$ cat config.mk
export PLATFORM = sky130hd
export DESIGN_NAME = rmw_unit
export DESIGN_NICKNAME = d
export VERILOG_FILES = /design/src/rtl/rmw_pkg.sv /design/src/rtl/rmw_ctl.sv /design/src/rtl/rmw_dp.sv /design/src/rtl/rmw_unit.sv
export SDC_FILE = /design/constraint.sdc
export NUM_CORES = 1
export LEC_CHECK = 0
export ABC_AREA = 0
export BUFFER_PORTS_ARGS = -buffer_cell sky130_fd_sc_hd__buf_2
export CORE_ASPECT_RATIO = 1.75
export CORE_MARGIN = 8
export CORE_UTILIZATION = 28
export CTS_BUF_LIST = sky130_fd_sc_hd__clkbuf_4 sky130_fd_sc_hd__clkbuf_8 sky130_fd_sc_hd__clkbuf_16
export CTS_CLUSTER_SIZE = 12
export DETAILED_ROUTE_END_ITERATION = 12
export PLACE_DENSITY = 0.55
export SLEW_MARGIN = 10
export SYNTH_ARGS = -nofsm -noshare
export SYNTH_HDL_FRONTEND = slang
export SYNTH_SLANG_ARGS = --single-unit
export TNS_END_PERCENT = 20
$ cat constraint.sdc
create_clock -name clk -period 11.7 [get_ports clk]
set_input_delay 1.17 -clock clk [delete_from_list [all_inputs] [get_ports clk]]
set_output_delay 1.17 -clock clk [all_outputs]
set_load 0.01 [all_outputs]
$ cat src/rtl/rmw_pkg.sv
package rmw_pkg;

  typedef enum logic [3:0] {
    OP_SHL       = 4'd0,
    OP_SHR       = 4'd1,
    OP_ROTL      = 4'd2,
    OP_ROTR      = 4'd3,
    OP_SHL_OR    = 4'd4,
    OP_ROTL_AND  = 4'd5,
    OP_SHR_XOR   = 4'd6,
    OP_ROTR_ADD  = 4'd7,
    OP_INC_SUB   = 4'd8
  } op_e;

  localparam logic [3:0] LAST_OP = 4'd8;

  typedef enum logic [1:0] {
    MOD_PASS,
    MOD_LEFT,
    MOD_RIGHT,
    MOD_INC
  } mod_e;

  typedef enum logic [2:0] {
    ACC_KEEP,
    ACC_OR,
    ACC_AND,
    ACC_XOR,
    ACC_ADD,
    ACC_SUB
  } acc_e;

  typedef struct packed {
    logic load;
    mod_e modKind;
    logic rotate;
    acc_e accKind;
    logic flagsFromAcc;
    logic touchFlags;
  } ctl_t;

endpackage

$ cat src/rtl/rmw_ctl.sv
module rmw_ctl
  import rmw_pkg::*;
(
  input  logic       clk,
  input  logic       rstN,
  input  logic       inValid,
  input  logic [3:0] opSel,
  output logic       inReady,
  output logic       outValid,
  output ctl_t       ctl
);

  logic accept;
  assign accept = inValid & inReady;

  always_ff @(posedge clk) begin
    if (!rstN) begin
      inReady  <= 1'b0;
      outValid <= 1'b0;
    end else begin
      inReady  <= 1'b1;
      outValid <= accept;
    end
  end

  always_comb begin
    ctl              = '0;
    ctl.load         = accept;
    ctl.modKind      = MOD_PASS;
    ctl.accKind      = ACC_KEEP;
    ctl.touchFlags   = 1'b1;
    case (opSel)
      OP_SHL:      ctl.modKind = MOD_LEFT;
      OP_SHR:      ctl.modKind = MOD_RIGHT;
      OP_ROTL:     begin ctl.modKind = MOD_LEFT;  ctl.rotate = 1'b1; end
      OP_ROTR:     begin ctl.modKind = MOD_RIGHT; ctl.rotate = 1'b1; end
      OP_SHL_OR:   begin ctl.modKind = MOD_LEFT;  ctl.accKind = ACC_OR;  ctl.flagsFromAcc = 1'b1; end
      OP_ROTL_AND: begin ctl.modKind = MOD_LEFT;  ctl.rotate = 1'b1; ctl.accKind = ACC_AND; ctl.flagsFromAcc = 1'b1; end
      OP_SHR_XOR:  begin ctl.modKind = MOD_RIGHT; ctl.accKind = ACC_XOR; ctl.flagsFromAcc = 1'b1; end
      OP_ROTR_ADD: begin ctl.modKind = MOD_RIGHT; ctl.rotate = 1'b1; ctl.accKind = ACC_ADD; ctl.flagsFromAcc = 1'b1; end
      OP_INC_SUB:  begin ctl.modKind = MOD_INC;   ctl.accKind = ACC_SUB; ctl.flagsFromAcc = 1'b1; end
      default:     ctl.touchFlags = 1'b0;
    endcase
  end

endmodule

$ cat src/rtl/rmw_dp.sv
module rmw_dp
  import rmw_pkg::*;
#(
  parameter int DATA_W = 8
) (
  input  logic              clk,
  input  logic              rstN,
  input  ctl_t              ctl,
  input  logic [DATA_W-1:0] operand,
  input  logic [DATA_W-1:0] accIn,
  input  logic              carryIn,
  input  logic              ovfIn,
  input  logic              negIn,
  input  logic              zeroIn,
  output logic [DATA_W-1:0] outByte,
  output logic [DATA_W-1:0] outAcc,
  output logic              outCarry,
  output logic              outOvf,
  output logic              outNeg,
  output logic              outZero
);

  localparam int MSB = DATA_W - 1;

  logic [DATA_W-1:0] modByte, addend, newAcc, nzSrc;
  logic              modCarry, fillBit, arith, newCarry, newOvf;
  logic [DATA_W:0]   sum;

  assign fillBit = ctl.rotate & carryIn;

  // memory-side modification
  always_comb begin
    case (ctl.modKind)
      MOD_LEFT:  begin modByte = {operand[MSB-1:0], fillBit}; modCarry = operand[MSB]; end
      MOD_RIGHT: begin modByte = {fillBit, operand[MSB:1]};   modCarry = operand[0];   end
      MOD_INC:   begin modByte = operand + 1'b1;              modCarry = carryIn;      end
      default:   begin modByte = operand;                     modCarry = carryIn;      end
    endcase
  end

  // shared adder: subtract is add of the inverted byte with carry as not-borrow
  assign arith  = (ctl.accKind == ACC_ADD) || (ctl.accKind == ACC_SUB);
  assign addend = (ctl.accKind == ACC_SUB) ? ~modByte : modByte;
  assign sum    = {1'b0, accIn} + {1'b0, addend} + {{DATA_W{1'b0}}, modCarry};

  always_comb begin
    case (ctl.accKind)
      ACC_OR:  newAcc = accIn | modByte;
      ACC_AND: newAcc = accIn & modByte;
      ACC_XOR: newAcc = accIn ^ modByte;
      ACC_ADD,
      ACC_SUB: newAcc = sum[MSB:0];
      default: newAcc = accIn;
    endcase
  end

  assign newCarry = arith ? sum[DATA_W] : modCarry;
  assign newOvf   = arith ? ((accIn[MSB] == addend[MSB]) && (sum[MSB] != accIn[MSB])) : ovfIn;
  assign nzSrc    = ctl.flagsFromAcc ? newAcc : modByte;

  always_ff @(posedge clk) begin
    if (!rstN) begin
      outByte  <= '0;
      outAcc   <= '0;
      outCarry <= 1'b0;
      outOvf   <= 1'b0;
      outNeg   <= 1'b0;
      outZero  <= 1'b0;
    end else if (ctl.load) begin
      outByte  <= modByte;
      outAcc   <= newAcc;
      outCarry <= ctl.touchFlags ? newCarry    : carryIn;
      outOvf   <= ctl.touchFlags ? newOvf      : ovfIn;
      outNeg   <= ctl.touchFlags ? nzSrc[MSB]  : negIn;
      outZero  <= ctl.touchFlags ? (nzSrc == '0) : zeroIn;
    end
  end

endmodule

$ cat src/rtl/rmw_unit.sv
module rmw_unit
  import rmw_pkg::*;
#(
  parameter int DATA_W = 8
) (
  input  logic              clk,
  input  logic              rstN,
  input  logic              inValid,
  output logic              inReady,
  input  logic [3:0]        opSel,
  input  logic [DATA_W-1:0] operand,
  input  logic [DATA_W-1:0] accIn,
  input  logic              carryIn,
  input  logic              ovfIn,
  input  logic              negIn,
  input  logic              zeroIn,
  output logic              outValid,
  output logic [DATA_W-1:0] outByte,
  output logic [DATA_W-1:0] outAcc,
  output logic              outCarry,
  output logic              outOvf,
  output logic              outNeg,
  output logic              outZero
);

  ctl_t ctl;

  rmw_ctl uCtl (
    .clk      (clk),
    .rstN     (rstN),
    .inValid  (inValid),
    .opSel    (opSel),
    .inReady  (inReady),
    .outValid (outValid),
    .ctl      (ctl)
  );

  rmw_dp #(.DATA_W(DATA_W)) uDp (
    .clk      (clk),
    .rstN     (rstN),
    .ctl      (ctl),
    .operand  (operand),
    .accIn    (accIn),
    .carryIn  (carryIn),
    .ovfIn    (ovfIn),
    .negIn    (negIn),
    .zeroIn   (zeroIn),
    .outByte  (outByte),
    .outAcc   (outAcc),
    .outCarry (outCarry),
    .outOvf   (outOvf),
    .outNeg   (outNeg),
    .outZero  (outZero)
  );

endmodule

Yosys cells after proc, flatten, opt, wreduce, memory -nomap -nowiden
Index checks and enable logic that the tools add are counted.
W data, S select, Z words.

word-level totals
  bits in registers = 22
  latch bits = 0
  memory bits (writable) = 0
  ROM bits = 0
  input port bits = 27
  output and inout bits = 22
  word-level logic and storage cells = 60
  memories = 0

operators by class
  add/sub/neg operators = 3
  multipliers = 0
  div/mod/pow operators = 0
  order comparisons = 0
  eq/ne operators = 18
  shift-type cells = 0
  muxes and demuxes = 16
  bitwise logic cells = 6
  reductions and logical operators = 9

operators by type and width
  kind                   count
  $pmux W8 S4            1
  $pmux W8 S3            1
  $pmux W4 S5            1
  $eq A4 B3 Y1 const B   4
  $mux W8                2
  $reduce_or A4 Y1       3
  $add A8 B8 Y9          1
  $add A9 B1 Y9          1
  $mux W1                9
  $reduce_or A9 Y1       1
  $add A8 B1 Y8 const B  1
  $and A8 B8 Y8          1
  $eq A4 B2 Y1 const B   2
  $logic_not A8 Y1       1
  $not A8 Y8             1
  $or A8 B8 Y8           1
  $xor A8 B8 Y8          1
  $eq A3 B2 Y1 const B   2
  $eq A3 B3 Y1 const B   2
  $pmux W2 S3            1
  $eq A2 B2 Y1 const B   2
  $eq A4 B1 Y1 const B   1
  $eq A4 B4 Y1 const B   1
  $logic_not A4 Y1       1
  other kinds (9)        10

Logic depth before layout (Yosys ltp)
Gate-level depths: netlist of run 1.

  word-level depth = 13
  gate-level depth with buffers = 22
  depth with buffers taken out = 19

Cells and area by module
A second synthesis of run 1 with hierarchy kept.

second synthesis, totals
  cell total of the unflattened synthesis = 333
  area, all modules = 2611.3 µm²

by module, submodules not included
  module   instances  cells an instance  area an instance (µm²)  seq. area each (µm²)
  rmw_dp   1          309                2407.3                  400.4
  rmw_ctl  1          24                 203.9                   40.0

Worst setup path before layout of run 1
OpenSTA, ideal clock, no wires.

  kind = input -> register
  from = input opSel[2]
  to = register uDp.outZero
  setup time = 0.096 ns
  arrival = 5.028 ns
  required time = 11.604 ns
  setup slack = 6.576 ns
  stages on the path = 18
  path buffers = 2
  path through = buf_6 -> nor4b_4 -> nor2_1 -> inv_1 -> ha_1 -> clkbuf_1 -> a222oi_1 -> mux2_2 -> xnor2_1 -> fa_1 -> fa_1 -> a211oi_1 -> o21bai_1 -> a21oi_1 -> xnor2_1 -> a22oi_1 -> a31oi_1 -> o41ai_2

between the ends
  longest elaborated chain between the ends = 13
  elaborated cells between the ends (all ways) = 40
  classes of those cells = 2 x add/sub; 16 x eq/ne; 10 x mux; 5 x bitwise; 7 x reduce/logical

ends and longest elaborated chain
  item                                    line            text
  start: declaration                      rmw_unit.sv:10  input logic [3:0] opSel,
  $eq A4 B1 Y1 (tied with other cells)    rmw_ctl.sv:32   case (opSel)
  $reduce_or A4 Y1 (no line)              n/a
  $pmux W2 S3 or $mux W1 (tied branches)  rmw_ctl.sv:32
  $eq A2 B2 Y1 (tied with other cells)    rmw_dp.sv:33    case (ctl.modKind)
  $pmux W8 S3                             rmw_dp.sv:33
  $not A8 Y8                              rmw_dp.sv:43    assign addend = (ctl.accKind == ACC_SUB) ? ~modByte : modByte;
  $mux W8                                 rmw_dp.sv:43
  $add A8 B8 Y9                           rmw_dp.sv:44    assign sum = {1'b0, accIn} + {1'b0, addend} + {{DATA_W{1'b0}}, modCarry};
  $add A9 B1 Y9                           rmw_dp.sv:44
  $pmux W8 S4                             rmw_dp.sv:47    case (ctl.accKind)
  $mux W8                                 rmw_dp.sv:59    assign nzSrc = ctl.flagsFromAcc ? newAcc : modByte;
  $logic_not A8 Y1                        rmw_dp.sv:75    outZero <= ctl.touchFlags ? (nzSrc == '0) : zeroIn;
  $mux W1 *                               rmw_dp.sv:75
  end signal: assignment                  rmw_dp.sv:75
  end: declaration                        rmw_dp.sv:20    output logic outZero

Mark *: on every way between the ends. The rest lies on a longest branch, timed or not.
A chain may end at the register's enable or synchronous reset.

Worst setup path after layout of run 1
  from = input opSel[1]
  to = register uDp.outZero

Same word-level chain as after synthesis.

==> impl_metrics.json, run 1 <==
{
  "status": "completed",
  "cp-start-kind": "input port",
  "drive_gt1_share_pct": 18.7,
  "drc_errors": 0,
  "powerDensity_mw_per_mm2": 108,
  "grt_pass1_wl_mm": 12.1,
  "worstPathRequired_ns": 11.87,
  "rsz0062_at_grt": "false",
  "slew-limit-headroom_pct": 50.5,
  "grt_pass1_vias": 2433,
  "wl_mm": 7.22,
  "hp-class": "reg2reg",
  "num_rows": 45,
  "ff2ff_path_depth": 3,
  "grt_max_degree": 23,
  "hold_violations": 0,
  "cts.sinks": 22,
  "synth_edf_count": 0,
  "drt_iter0_drc": 101,
  "fin_skew_ns": 0.00490,
  "cts-hold-fix-buffers": 0,
  "core_mm2": 0.00850,
  "yosysUniqueCellTypes": 59,
  "worstSkewPairLatency_ns": 0.26,
  "ir_worst_vdd_mv": 0.0763,
  "async_flop_share_pct": 0,
  "dr_total_vias": 2341,
  "place_hpwl_mm": 5.88,
  "numCtsBuffers": 3,
  "htreeDepth": 1,
  "syn_inst": 312,
  "setup_ws_ns": 6.30,
  "cp_max_fo": 22,
  "syn_to_final_growth_pct": 15.9,
  "io_pins": 49,
  "ant_nets": 0,
  "whs_ns": 0.471,
  "yosys.area_share.simple_pct": 20.1,
  "cp-end-kind": "flip-flop",
  "yosysWarnings": 0,
  "cts_setup_buffers": 0,
  "ff2ff_setup_slack_ns": 10.11,
  "tightest_slew_ns": 0.742,
  "maxSlewViolCount": 0,
  "die_x_um": 86.2,
  "hold_depth": 2,
  "power_leakage_nw": 1.33,
  "drv_cap": 0,
  "path_class": "in2reg",
  "synth_compound_area_share_pct": 27.9,
  "globalRouteTotalUtil_pct": 12.5,
  "initial_core_util_pct": 28.4,
  "dieHeight_um": 139,
  "fin_crit_sh_pct": 46.2,
  "ys_seq_elements": 22,
  "synthXorXnorAreaFrac_pct": 5.08,
  "synth_mux_area_share_pct": 3.37,
  "via_per_inst": 5.05,
  "final_nets": 405,
  "die-area_mm2": 0.0120,
  "cts_tree": "yes",
  "post_cts_resized": 0,
  "wl_per_cell_um": 15.6,
  "dr.pass1.iters": 4,
  "clock_path_buffers": 2,
  "syn_area_mm2": 0.00241,
  "synthAdderAreaFrac_pct": 16.2,
  "synth_top_family_by_area": "compound AO/OA/AOI/OAI gates",
  "n_antenna_cell": 0,
  "syn_avg_cell_area_um2": 7.73,
  "cts-root-buf": "clkbuf_16",
  "fill_cells": 910,
  "path_clk_slew_ns": 0.06,
  "fin_tns_setup_ns": 0,
  "arrival_ns": 5.57,
  "grt-ovfl-total": 0,
  "antenna_found_initial": 0,
  "gp_congestion": 0.859,
  "synth.yosys.seq_area_share_pct": 18.3,
  "synth_ff_type": "dfxtp_1",
  "io_buffers": 48,
  "preCtsSetupSlack_ns": 6.04,
  "setup_viol_count_final": 0,
  "syn-num-nets": 369,
  "fin_crit_ns": 5.40,
  "max_freq_mhz": 185
}
## worst max-delay path, stage by stage
cell and delay (ns):
buf_2 0.24, nor4b_4 0.58, nor2_1 0.19, inv_1 0.12, ha_1 0.36, a222oi_1 0.16
mux2_2 0.35, xnor2_1 0.17, fa_1 0.46, fa_1 0.44, a211oi_1 0.25, o21bai_1 0.11
a21oi_1 0.23, xnor2_1 0.11, a22oi_1 0.22, a31oi_1 0.14, o41ai_2 0.27
## through the flow
stage | util, % | power [mW] | instance area (um^2) | std cells
finish | 32.9 | 0.301 | 2800 | 464
global placement | 31.6 | 0.205 | 2690 | 460
detailed placement | 31.6 | 0.206 | 2690 | 460
CTS | 32.9 | 0.304 | 2800 | 464
global route | 32.9 | 0.321 | 2800 | 464
floorplan | - | 0.173 | 2410 | 312
## power by group
group          total, mW  internal (mW)  switching, mW
clock             0.0966         0.0680         0.0286
combinational      0.122         0.0500         0.0723
sequential        0.0819         0.0796        0.00230
total              0.301          0.198          0.103
## sequential cells by signal (all words and copies together), names as in the netlist
signal / count
uDp.outCarry: 1
uDp.outAcc: 8
uDp.outOvf: 1
uCtl.inReady: 1
uDp.outZero: 1
uDp.outByte: 8
uDp.outNeg: 1
uCtl.outValid: 1
## final timing paths
kind,from,to
worst max-delay path,opSel[1],uDp.outZero$_SDFFE_PN0P_
worst min-delay path,uDp.outAcc[4]$_SDFFE_PN0P_,uDp.outAcc[4]$_SDFFE_PN0P_
worst max register to register,uCtl.inReady$_DFF_P_,uDp.outZero$_SDFFE_PN0P_
worst min register to register,uDp.outAcc[4]$_SDFFE_PN0P_,uDp.outAcc[4]$_SDFFE_PN0P_
## routing by layer
metal / share of wire, % / wire [um] / global-route usage, % / up-vias
met3: 4.3 / 307 / 1.78 / 13
met1: 39 / 2820 / 12.9 / 1086
li1: - / - / - / 1177
met5: 0 / 0 / 0 / -
met4: 2.2 / 162 / 5.39 / 0
met2: 54 / 3930 / 23.5 / 65
## placed cells by master (no fill, tap or decap), types with 4 or more instances in the layout
cell type	netlist	final
inv_1	30	30
nand2_1	30	30
a221oi_1	5	5
buf_2	3	48
a22oi_1	5	5
xnor2_1	12	12
o21ai_0	24	24
nor2_1	24	24
dfxtp_1	22	22
o211a_1	4	4
ha_1	28	28
a21o_1	4	4
nand3_1	6	6
mux2i_1	7	7
nor3b_1	7	7
a31oi_1	4	4
and2_1	5	5
a21oi_1	15	15
nor2b_1	5	5
nor3_1	4	4
## cells in the mapped netlist (3+ instances only)
| master | number | area (um^2) |
|---|---|---|
| a211oi_1 | 3 | 22.5 |
| a21boi_0 | 3 | 22.5 |
| a21o_1 | 4 | 30.0 |
| a21oi_1 | 15 | 75.1 |
| a221oi_1 | 5 | 43.8 |
| a222oi_1 | 3 | 30.0 |
| a22oi_1 | 5 | 37.5 |
| a31oi_1 | 4 | 25.0 |
| and2_1 | 5 | 31.3 |
| buf_2 | 3 | 15.0 |
| buf_6 | 5 | 56.3 |
| clkbuf_1 | 8 | 30.0 |
| dfxtp_1 | 22 | 440 |
| ha_1 | 28 | 350 |
| inv_1 | 30 | 113 |
| mux2i_1 | 7 | 70.1 |
| nand2_1 | 30 | 113 |
| nand3_1 | 6 | 30.0 |
| nor2_1 | 24 | 90.1 |
| nor2b_1 | 5 | 31.3 |
| nor3_1 | 4 | 20.0 |
| nor3b_1 | 7 | 52.6 |
| o211a_1 | 4 | 40.0 |
| o21ai_0 | 24 | 120 |
| o21ai_1 | 3 | 15.0 |
| xnor2_1 | 12 | 105 |
## cells by family (layout without fill, tap and decap cells)
family	after synthesis	count (layout)
DFF	22	22
buffers and inverters	47	82
AOI/OAI and AO/OA	96	96
adders and majority gates	30	30
and+or+nand+nor	95	95
xor gates and xnor gates	14	14
muxes	8	8
## cell type report
cell class	instances	area (um^2)	area share [%]
Multi-Input combinational cell	243	1750	62.6
Sequential cell	22	440	15.8
Timing Repair Buffer	48	240	8.59
Tap cell	117	146	5.24
Inverter	30	113	4.03
Clock buffer	3	75.1	2.69
Clock inverter	1	30.0	1.07
(Power assumes the default switching activity.)
==> run 2, diff against run 1 <==
- clock period: 11.7 -> 5.6 ns (I/O delays scaled with it)
==> run 2 against run 1 <==
  * Register-to-register slack lost 6.1 ns
  * Core utilization grew 0.26 points
  * Power grew 110%
  * Sequential power grew 110%
  * Flip-flop and latch count is the same
  * Hold slack lost 0.0046 ns
  * Clock power grew 110%
  * Via count grew 3.0%
  * Combinational power grew 110%
  * Die area is the same
  * Wire length grew 1.3%
  * Critical path depth is the same
  * Critical endpoint unchanged
==> impl_metrics.json, run 2 (synthesis results as in run 1) <==
{
  "status": "completed",
  "drc_errors": 0,
  "rsz0062_at_grt": "false",
  "path_class": "in2reg",
  "final_cell_mix": "48 x buf_2, 30 x nand2_1, 30 x inv_1, 28 x ha_1",
  "max_freq_mhz": 220,
  "tightest_slew_ns": 0.762,
  "setup_viol_count_final": 0,
  "hold_violations": 0,
  "fin_crit_ns": 4.55,
  "fin_crit_sh_pct": 81.3,
  "regToRegEndpoint": "uDp.outAcc[7]$_SDFFE_PN0P_",
  "clock_path_buffers": 2,
  "cp_max_fo": 22,
  "die_x_um": 86.2,
  "hp-class": "reg2reg",
  "worstSkewPairLatency_ns": 0.26,
  "fill_cells": 944,
  "dieHeight_um": 139,
  "drv_cap": 0,
  "dr.pass1.iters": 4,
  "preCtsSetupSlack_ns": 0.761,
  "numCtsBuffers": 3,
  "crit_path_start": "opSel[1]",
  "ir_worst_vdd_mv": 0.233,
  "post_cts_resized": 0,
  "grt_pass1_wl_mm": 12.1,
  "path_clk_slew_ns": 0.06,
  "num_rows": 45,
  "wl_mm": 7.31,
  "gp_congestion": 0.884,
  "via_per_inst": 5.16,
  "cts_setup_buffers": 0,
  "fin_skew_ns": 0.00457,
  "cts.sinks": 22,
  "dr_total_vias": 2411,
  "arrival_ns": 4.72,
  "globalRouteTotalUtil_pct": 12.5,
  "die-area_mm2": 0.0120,
  "htreeDepth": 1,
  "cp-start-kind": "input port",
  "n_antenna_cell": 0,
  "grt_pass1_vias": 2498,
  "rr_startpoint": "uCtl.inReady$_DFF_P_",
  "grt_max_degree": 23,
  "slew-limit-headroom_pct": 49.2,
  "place_hpwl_mm": 5.96,
  "grt-ovfl-total": 0,
  "fin_tns_setup_ns": 0,
  "ff2ff_setup_slack_ns": 3.98,
  "maxSlewViolCount": 0,
  "initial_core_util_pct": 28.4,
  "antenna_found_initial": 0,
  "core_mm2": 0.00850,
  "io_pins": 49,
  "power_leakage_nw": 1.34,
  "register_area_um2": 440,
  "min-delay-start": "uDp.outByte[1]$_SDFFE_PN0P_",
  "setup_ws_ns": 1.05,
  "cp-end-kind": "flip-flop",
  "multi_input_area_mm2": 0.00175,
  "powerDensity_mw_per_mm2": 224,
  "ant_nets": 0,
  "io_buffers": 48,
  "final_nets": 408,
  "syn_to_final_growth_pct": 16.8,
  "worstPathRequired_ns": 5.77,
  "cts-hold-fix-buffers": 0,
  "cts-root-buf": "clkbuf_16",
  "ff2ff_path_depth": 4,
  "hold_path_end": "uDp.outByte[1]$_SDFFE_PN0P_",
  "cts_tree": "yes",
  "drive_gt1_share_pct": 19.4,
  "top_regs": "uDp.outAcc x8, uDp.outByte x8",
  "wl_per_cell_um": 15.6,
  "layout_commonest_cell": "buf_2",
  "hold_depth": 2,
  "drt_iter0_drc": 109
}
[run 2: changes by cell type in the layout (fill, tap and decap cells not counted)]
cell and delta:
buf_4 +3
[run 2: critical path, stage by stage]
cell	delay, ns
buf_2	0.24
or3_1	0.39
o21ai_0	0.17
inv_1	0.11
ha_1	0.33
a222oi_1	0.34
mux2_2	0.28
xnor2_1	0.11
fa_1	0.45
fa_1	0.44
a211oi_1	0.23
o21bai_1	0.12
a21oi_1	0.22
xnor2_1	0.08
a22oi_1	0.23
a31oi_1	0.14
o41ai_2	0.27
[run 2: per-stage QoR]
| stage | area (um^2) | power [mW] | hold WS, ns | cells | utilization (%) |
|---|---|---|---|---|---|
| CTS | 2820 | 0.642 | 0.473 | 467 | 33.1 |
| global route | 2820 | 0.677 | 0.504 | 467 | 33.1 |
| global placement | 2710 | 0.432 | 0.453 | 463 | 31.9 |
| finish | 2820 | 0.633 | 0.466 | 467 | 33.1 |
| detailed placement | 2710 | 0.435 | 0.463 | 463 | 31.9 |
| floorplan | 2410 | 0.362 | 0.485 | 312 | - |
[run 2: report_power, final]
part	switching, mW	leakage [nW]	internal (mW)
combinational	0.152	1.11	0.108
sequential	0.00480	0.181	0.166
clock	0.0590	0.0511	0.142
[run 2: layout make-up]
type                       count  area share, %
multi-input combinational    243           62.1
sequential                    22           15.6
timing repair buffer          51           9.33
tap                          117           5.20
inverter                      30           4.00
clock buffer                   3           2.66
clock inverter                 1           1.07
[run 2: per-layer routing]
metal  vias up  global-route usage (%)  share of wire (%)
li1       1183                       -                  -
met1      1145                    12.9                 39
met2        64                    22.8                 53
met3        19                    1.96                4.6
met4         0                    6.88                3.5
met5         -                       0                  0
[run 2: how the worst max path moves through the flow]
stage	cells after the start	slack, ns	end
final	17	1.05	uDp.outZero$_SDFFE_PN0P_
after global routing	20	0.69	uDp.outZero$_SDFFE_PN0P_
after CTS	17	1.04	uDp.outZero$_SDFFE_PN0P_
after detailed placement	17	0.76	uDp.outZero$_SDFFE_PN0P_
after global placement	19	0.89	uDp.outZero$_SDFFE_PN0P_
after floorplan	18	1.09	uDp.outZero$_SDFFE_PN0P_
